[src/rtl/sleep_seq_pkg.sv]
package sleep_seq_pkg;

    typedef enum logic [2:0] {
        ST_WORK  = 3'd0,
        ST_REQ   = 3'd1,
        ST_ODLY  = 3'd2,
        ST_SLEEP = 3'd3,
        ST_WAKE  = 3'd4
    } seq_state_t;

    typedef struct packed {
        logic clk_gate;
        logic out_en;
        logic in_en;
        logic sleep_x;
        logic sleep_y;
        logic sleep_req;
    } ctl_out_t;

    localparam ctl_out_t CTL_WORKING = '{clk_gate: 1'b0, out_en: 1'b1, in_en: 1'b1,
                                         sleep_x: 1'b0, sleep_y: 1'b0, sleep_req: 1'b0};

    // threshold channel indices
    localparam int CH_X   = 0;
    localparam int CH_Y   = 1;
    localparam int CH_IN  = 2;
    localparam int CH_REQ = 3;
    localparam int CH_OUT = 4;
    localparam int NCH    = 5;

    function automatic logic [31:0] gated_dly(input logic en, input logic [31:0] d);
        return en ? d : 32'd0;
    endfunction

    function automatic logic [31:0] min_u(input logic [31:0] a, input logic [31:0] b);
        return (a < b) ? a : b;
    endfunction

    function automatic logic [31:0] max_u(input logic [31:0] a, input logic [31:0] b);
        return (a > b) ? a : b;
    endfunction

    function automatic logic sleeping_state(input seq_state_t s);
        return (s == ST_REQ) || (s == ST_ODLY) || (s == ST_SLEEP);
    endfunction

endpackage

[src/rtl/sseq_timer.sv]
module sseq_timer #(
    parameter int W = 16
) (
    input  logic         clk,
    input  logic         rst,
    input  logic         start,
    output logic [W:0]   ref_cnt
);
    logic [W-1:0] cnt;

    always_ff @(posedge clk) begin
        if (rst) begin
            cnt <= '0;
        end else if (start) begin
            cnt <= '0;
        end else if (cnt != {W{1'b1}}) begin
            cnt <= cnt + 1'b1;
        end
    end

    // ref_cnt is the wake/ack-relative cycle index the current edge completes
    assign ref_cnt = start ? '0 : ({1'b0, cnt} + {{W{1'b0}}, 1'b1});
endmodule

[src/rtl/sseq_cmp.sv]
module sseq_cmp #(
    parameter int W = 16,
    parameter int N = 5
) (
    input  logic [W:0]          ref_cnt,
    input  logic [N-1:0][W-1:0] thr,
    output logic [N-1:0]        done
);
    for (genvar i = 0; i < N; i++) begin : g_ch
        assign done[i] = (ref_cnt >= {1'b0, thr[i]});
    end
endmodule

[src/rtl/sseq_fsm.sv]
module sseq_fsm
    import sleep_seq_pkg::*;
(
    input  logic       clk,
    input  logic       rst,
    input  logic       sleep_go,
    input  logic       sleep_ack,
    input  logic       wake,
    input  logic       out_imm,
    input  logic       out_dly_done,
    input  logic       wake_all_done,
    output seq_state_t state,
    output logic       wake_start,
    output logic       ack_start,
    output logic       enter_sleep
);
    seq_state_t nxt;

    always_comb begin
        wake_start  = wake && sleeping_state(state);
        ack_start   = (state == ST_REQ) && sleep_ack && !wake;
        enter_sleep = (ack_start && out_imm) ||
                      ((state == ST_ODLY) && out_dly_done && !wake);
        nxt = state;
        unique case (state)
            ST_WORK:  if (sleep_go) nxt = ST_REQ;
            ST_REQ: begin
                if (wake)           nxt = ST_WAKE;
                else if (sleep_ack) nxt = out_imm ? ST_SLEEP : ST_ODLY;
            end
            ST_ODLY: begin
                if (wake)              nxt = ST_WAKE;
                else if (out_dly_done) nxt = ST_SLEEP;
            end
            ST_SLEEP: if (wake) nxt = ST_WAKE;
            ST_WAKE:  if (wake_all_done) nxt = ST_WORK;
            default:  nxt = ST_WORK;
        endcase
    end

    always_ff @(posedge clk) begin
        if (rst) state <= ST_WORK;
        else     state <= nxt;
    end
endmodule

[src/rtl/sleep_seq.sv]
module sleep_seq
    import sleep_seq_pkg::*;
#(
    parameter int DLY_W = 16
) (
    input  logic             clk,
    input  logic             rst,
    input  logic             sleep_go,
    input  logic             sleep_ack,
    input  logic             wake,
    input  logic             en_x,
    input  logic             en_y,
    input  logic             en_clk_gate,
    input  logic             en_in_dly,
    input  logic             en_req_dly,
    input  logic             en_out_dly,
    input  logic [DLY_W-1:0] dly_x,
    input  logic [DLY_W-1:0] dly_y,
    input  logic [DLY_W-1:0] dly_in,
    input  logic [DLY_W-1:0] dly_req,
    input  logic [DLY_W-1:0] dly_out,
    output logic             clk_gate,
    output logic             out_en,
    output logic             in_en,
    output logic             sleep_x,
    output logic             sleep_y,
    output logic             sleep_req
);
    seq_state_t                 state;
    logic                       wake_start;
    logic                       ack_start;
    logic                       enter_sleep;
    logic [DLY_W:0]             ref_cnt;
    logic [NCH-1:0][DLY_W-1:0]  thr;
    logic [NCH-1:0]             done;
    logic                       out_imm;
    logic                       wake_all_done;
    logic [DLY_W-1:0]           thr_in;
    ctl_out_t                   q;

    // thresholds, all relative to the wake (or acknowledge) edge
    assign thr_in      = DLY_W'(gated_dly(en_in_dly, 32'(dly_in)));
    assign thr[CH_IN]  = thr_in;
    assign thr[CH_X]   = DLY_W'(min_u(32'(dly_x), 32'(thr_in)));
    assign thr[CH_Y]   = DLY_W'(min_u(32'(dly_y), 32'(thr_in)));
    assign thr[CH_REQ] = DLY_W'(max_u(gated_dly(en_req_dly, 32'(dly_req)), 32'(thr_in)));
    assign thr[CH_OUT] = dly_out;

    assign out_imm       = !en_out_dly || (dly_out == '0);
    assign wake_all_done = done[CH_X] && done[CH_Y] && done[CH_IN] && done[CH_REQ];

    sseq_timer #(.W(DLY_W)) u_timer (
        .clk     (clk),
        .rst     (rst),
        .start   (wake_start || ack_start),
        .ref_cnt (ref_cnt)
    );

    sseq_cmp #(.W(DLY_W), .N(NCH)) u_cmp (
        .ref_cnt (ref_cnt),
        .thr     (thr),
        .done    (done)
    );

    sseq_fsm u_fsm (
        .clk           (clk),
        .rst           (rst),
        .sleep_go      (sleep_go),
        .sleep_ack     (sleep_ack),
        .wake          (wake),
        .out_imm       (out_imm),
        .out_dly_done  (done[CH_OUT]),
        .wake_all_done (wake_all_done),
        .state         (state),
        .wake_start    (wake_start),
        .ack_start     (ack_start),
        .enter_sleep   (enter_sleep)
    );

    always_ff @(posedge clk) begin
        if (rst) begin
            q <= CTL_WORKING;
        end else if (wake_start || (state == ST_WAKE)) begin
            q.clk_gate <= 1'b0;
            if (state == ST_WAKE) q.out_en    <= 1'b1;
            if (done[CH_X])       q.sleep_x   <= 1'b0;
            if (done[CH_Y])       q.sleep_y   <= 1'b0;
            if (done[CH_IN])      q.in_en     <= 1'b1;
            if (done[CH_REQ])     q.sleep_req <= 1'b0;
        end else begin
            if ((state == ST_WORK) && sleep_go) q.sleep_req <= 1'b1;
            if (ack_start) q.in_en <= 1'b0;
            if (enter_sleep) begin
                q.out_en   <= 1'b0;
                q.sleep_x  <= en_x;
                q.sleep_y  <= en_y;
                q.clk_gate <= en_clk_gate;
            end
        end
    end

    assign clk_gate  = q.clk_gate;
    assign out_en    = q.out_en;
    assign in_en     = q.in_en;
    assign sleep_x   = q.sleep_x;
    assign sleep_y   = q.sleep_y;
    assign sleep_req = q.sleep_req;
endmodule

[config.mk]
export PLATFORM = sky130hd
export DESIGN_NAME = sleep_seq
export DESIGN_NICKNAME = d
export VERILOG_FILES = /design/src/rtl/sleep_seq_pkg.sv /design/src/rtl/sseq_timer.sv /design/src/rtl/sseq_cmp.sv /design/src/rtl/sseq_fsm.sv /design/src/rtl/sleep_seq.sv
export SDC_FILE = /design/constraint.sdc
export NUM_CORES = 1
export LEC_CHECK = 0
export BUFFER_PORTS_ARGS = -buffer_cell sky130_fd_sc_hd__buf_4
export CORE_MARGIN = 2
export CORE_UTILIZATION = 50
export DETAILED_ROUTE_END_ITERATION = 8
export GPL_TIMING_DRIVEN = 0
export PLACE_DENSITY_LB_ADDON = 0.3
export SLEW_MARGIN = 20
export SYNTH_ARGS = -nofsm -noshare
export SYNTH_HDL_FRONTEND = slang
export SYNTH_SLANG_ARGS = --single-unit
[constraint.sdc]
create_clock -name clk -period 5.2 [get_ports clk]
set_clock_uncertainty 0.2 [all_clocks]
set_input_delay 0.52 -clock clk [delete_from_list [all_inputs] [get_ports clk]]
set_output_delay 0.52 -clock clk [all_outputs]
set_load 0.02 [all_outputs]
==> qor.log <==
INFO  floorplanning  fp.coreArea=0.00933mm²
INFO  floorplanning  dieArea=0.0105mm²
INFO  cells_and_area layout.filler_cells=846
INFO  worst_setup_path regToRegSetupSlack=0.93ns
INFO  sta            final.setup.worst_slack=0.177ns
INFO  synth          postSynth.topFlopCell=dfxtp_1
INFO  worst_setup_path critical_path_peak_fanout=16
INFO  synth          netlist_instances=618
INFO  place          globalplace.congestion=0.945
INFO  drt            via_per_inst=5.94
INFO  cells_and_area final_cell_area=0.00580mm²
INFO  floorplanning  die_y=103µm
INFO  cells_and_area n_antenna_cell=0
INFO  sta            period_share=96.6%
INFO  synth          synth.ff_latch_count=25
INFO  sta            timing.final.setup_violations=0
INFO  place          detailed_place_hpwl=12600µm
INFO  drt            drt-pass1-iter-count=5
INFO  drt            dr.first_iter.drc_count=251
INFO  cells_and_area layout-drive-gt1-share=16.0%
INFO  grt            grt_max_degree=17
INFO  synth          average_cell_area_after_synthesis=7.86µm²
INFO  clock_tree     clock-sinks=25
INFO  drt            dr_total_vias=5026
INFO  worst_setup_path cp_data_required_time=5.17ns
INFO  sta            max_freq=0.199GHz
INFO  worst_setup_path crit_path_start_kind=primary input
INFO  synth          synthesis.yosys.warnings=0
INFO  synth          syn-num-nets=835
INFO  clock_tree     cts_hold_repair.buffers=0
INFO  grt            grt_pass1_wl=23500µm
INFO  worst_setup_path setup.worst_path.end_class=flop
INFO  run            drv.max_cap_violation_count=0
INFO  grt            grt_pass1_vias=5016
INFO  worst_setup_path type_of_the_worst_setup_path=primary input to flop
INFO  worst_setup_path worstSetupStartpoint=en_in_dly
INFO  sta            hold_viol=0
INFO  synth          syn_area=0.00486mm²
INFO  floorplanning  die_w=103µm
INFO  cells_and_area nNetsFinal=935
INFO  clock_tree     worst_setup_hold_path_clk_slew=0.09ns
INFO  cells_and_area syn2layout_area_growth=19.5%
INFO  clock_tree     cts_max_path_buffers=2
INFO  grt            antenna_violations_before_repair=0
INFO  sta            finalMaxSlewViolations=0
INFO  power          leakagePower=3.00nW
INFO  clock_tree     ctsRootBufferMaster=clkbuf_8
INFO  grt            grt_remaining_overflow=0
INFO  worst_setup_path arrival_time_of_the_worst_setup_path=5.00ns
INFO  floorplanning  initial_core_util=52.1%
INFO  synth          async_flop_share=0%
INFO  drt            detailed_route_wl=15000µm
INFO  sta            rsz0062_at_grt=false
INFO  clock_tree     numCtsBuffers=3
INFO  place          buffer_ports.inserted=96
INFO  synth          synth.distinct_cells=53
INFO  worst_setup_path critical_path.reg2reg.endpoint=sleep_y
INFO  grt            gr-usage-all-layers=28.4%
INFO  floorplanning  ios=97
INFO  power          power_density=148mW/mm²
INFO  drt            drtAntennaViolNets=0
INFO  clock_tree     insertion_delay=0.28ns
INFO  worst_setup_path end_of_the_critical_path=u_fsm.state[2]
INFO  power          total_power=0.000861W
INFO  clock_tree     tritoncts=yes
INFO  place          preCtsSetupSlack=-0.531ns
INFO  floorplanning  floorplan.rows=35
INFO  drt            drt-wirelength-per-cell=17.7µm
INFO  sta            maxSlewHeadroom=37.1%
INFO  outcome        status=complete, no violations
INFO  min_path       hp-class=primary input to flop
INFO  worst_setup_path regToRegStartpoint=u_timer.cnt[0]
INFO  sta            worstMarginPinSlew=0.942ns
INFO  worst_setup_path r2r_cells=14
INFO  power          worst_ir_drop_vdd=0.168mV
INFO  synth          synth_edf_count=0
INFO  place          placed_area=0.00574mm²
INFO  clock_tree     htreeDepth=1
INFO  drt            drc=0
INFO  synth          yosysSeqAreaShare=10.3%
INFO  sta            fin_crit=5.02ns
==> cell type report <==
| class | count | area [µm²] | area share [%] |
|---|---|---|---|
| clock inverters | 1 | 7.51 | 0.129 |
| repair buffers | 96 | 721 | 12.4 |
| well taps | 129 | 161 | 2.78 |
| flip-flops and latches | 25 | 500 | 8.62 |
| clock buffers | 3 | 41.3 | 0.711 |
| plain buffers | 11 | 52.6 | 0.905 |
| inverters | 45 | 170 | 2.93 |
| multi-input cells | 536 | 4150 | 71.5 |
==> layer usage <==
layer,part of all wire (%),up-vias,wire [µm],track usage (%)
li1,-,2471,-,-
met2,48,188,7220,51.8
met3,5.4,31,817,1.49
met1,43,2336,6460,34.7
met5,0,-,0,0
met4,3.5,0,519,11.9
==> where the power goes <==
group / internal, W / switching, W / total (W)
Sequential: 0.000202 / 0.00000845 / 0.000211
Clock: 0.0000545 / 0.0000656 / 0.000120
Combinational: 0.000230 / 0.000300 / 0.000530
Total: 0.000486 / 0.000374 / 0.000861
==> how the worst min path moves through the flow <==
stage                                end  slack (ns)           start  cells past startpoint
after floorplan           u_timer.cnt[1]        0.28  u_timer.cnt[1]                      2
after global placement            out_en        0.26          out_en                      2
after detailed placement          out_en        0.26          out_en                      2
after CTS                 u_fsm.state[1]        0.26            wake                      2
after global routing      u_fsm.state[1]        0.28            wake                      2
final                     u_fsm.state[1]        0.26            wake                      2
==> logic make-up (layout without fill, tap and decap cells) <==
logic type / Yosys count / after routing / synth area share [%]
AOI/OAI and AO/OA: 133 / 133 / 17.1
buffers and inverters: 57 / 156 / 4.61
muxes: 50 / 50 / 10.4
adders and majority gates: 126 / 126 / 32.5
and+or+nand+nor: 211 / 211 / 22.3
xor gates and xnor gates: 16 / 16 / 2.89
DFF: 25 / 25 / 10.3
==> cells in the final DEF (no fill, tap or decap), drive strengths merged, types with 22 or more instances in the layout <==
cell and instances:
ha 126, nor2 50, a21oi 52, and2 31, o21ai 30, nand4 22
nand2 43, inv 43, dfxtp 25, mux2i 48, buf 101
==> state kept, by name, summed over array words and instances (netlist names) <==
| register | count |
|---|---|
| clk_gate | 1 |
| u_fsm.state | 3 |
| in_en | 1 |
| sleep_req | 1 |
| sleep_x | 1 |
| out_en | 1 |
| u_timer.cnt | 16 |
| sleep_y | 1 |
==> synthesized netlist by cell type (4+ instances only) <==
cell / n / area [µm²]
ha_1: 126 / 1580
a21oi_1: 52 / 260
nor2_1: 50 / 188
mux2i_1: 48 / 480
nand2_1: 43 / 161
inv_1: 42 / 158
and2_1: 31 / 194
dfxtp_1: 25 / 500
nand4_1: 22 / 138
o21ai_0: 20 / 100
nand3_1: 18 / 90.1
nor3_1: 11 / 55.1
a21o_1: 10 / 75.1
o21ai_1: 10 / 50.1
xor2_1: 9 / 78.8
nor2b_1: 8 / 50.1
nor4_1: 8 / 50.1
clkbuf_1: 7 / 26.3
xnor2_1: 7 / 61.3
o21a_1: 6 / 45.0
a211oi_1: 5 / 37.5
a31oi_1: 5 / 31.3
and3_1: 5 / 31.3
buf_2: 4 / 20.0
==> through the flow <==
| step | utilization [%] | hold WS [ns] | cells | TNS (ns) |
|---|---|---|---|---|
| final | 62.2 | 0.259 | 846 | 0 |
| after global routing | 62.2 | 0.282 | 846 | 0 |
| after CTS | 62.2 | 0.260 | 846 | 0 |
| after detailed placement | 61.5 | 0.258 | 843 | -1.24 |
| after global placement | 61.5 | 0.264 | 843 | -1.16 |
| after floorplan | - | 0.282 | 618 | 0 |
==> worst max-delay path: stages <==
cell and delay, ns:
buf_4 0.18, and2_1 0.29, inv_1 0.14, ha_1 0.30
o21a_1 0.12, o21ai_1 0.05, a21oi_1 0.30, a31oi_1 0.29
o211ai_4 0.48, buf_4 0.34, mux2i_1 0.11, ha_1 0.30
a21o_1 0.11, a31oi_1 0.04, o21ai_0 0.40, a21oi_1 0.23
o2111ai_1 0.39, nand4_1 0.14, a41o_1 0.26
==> repair_timing <==
action	4_1_cts	5_1_grt
resized for setup	3	0
hold endpoints to repair	0	0
endpoints found under the setup margin	2	0
setup buffers	0	0
Note: power is estimated with default switching activity, not from simulation.
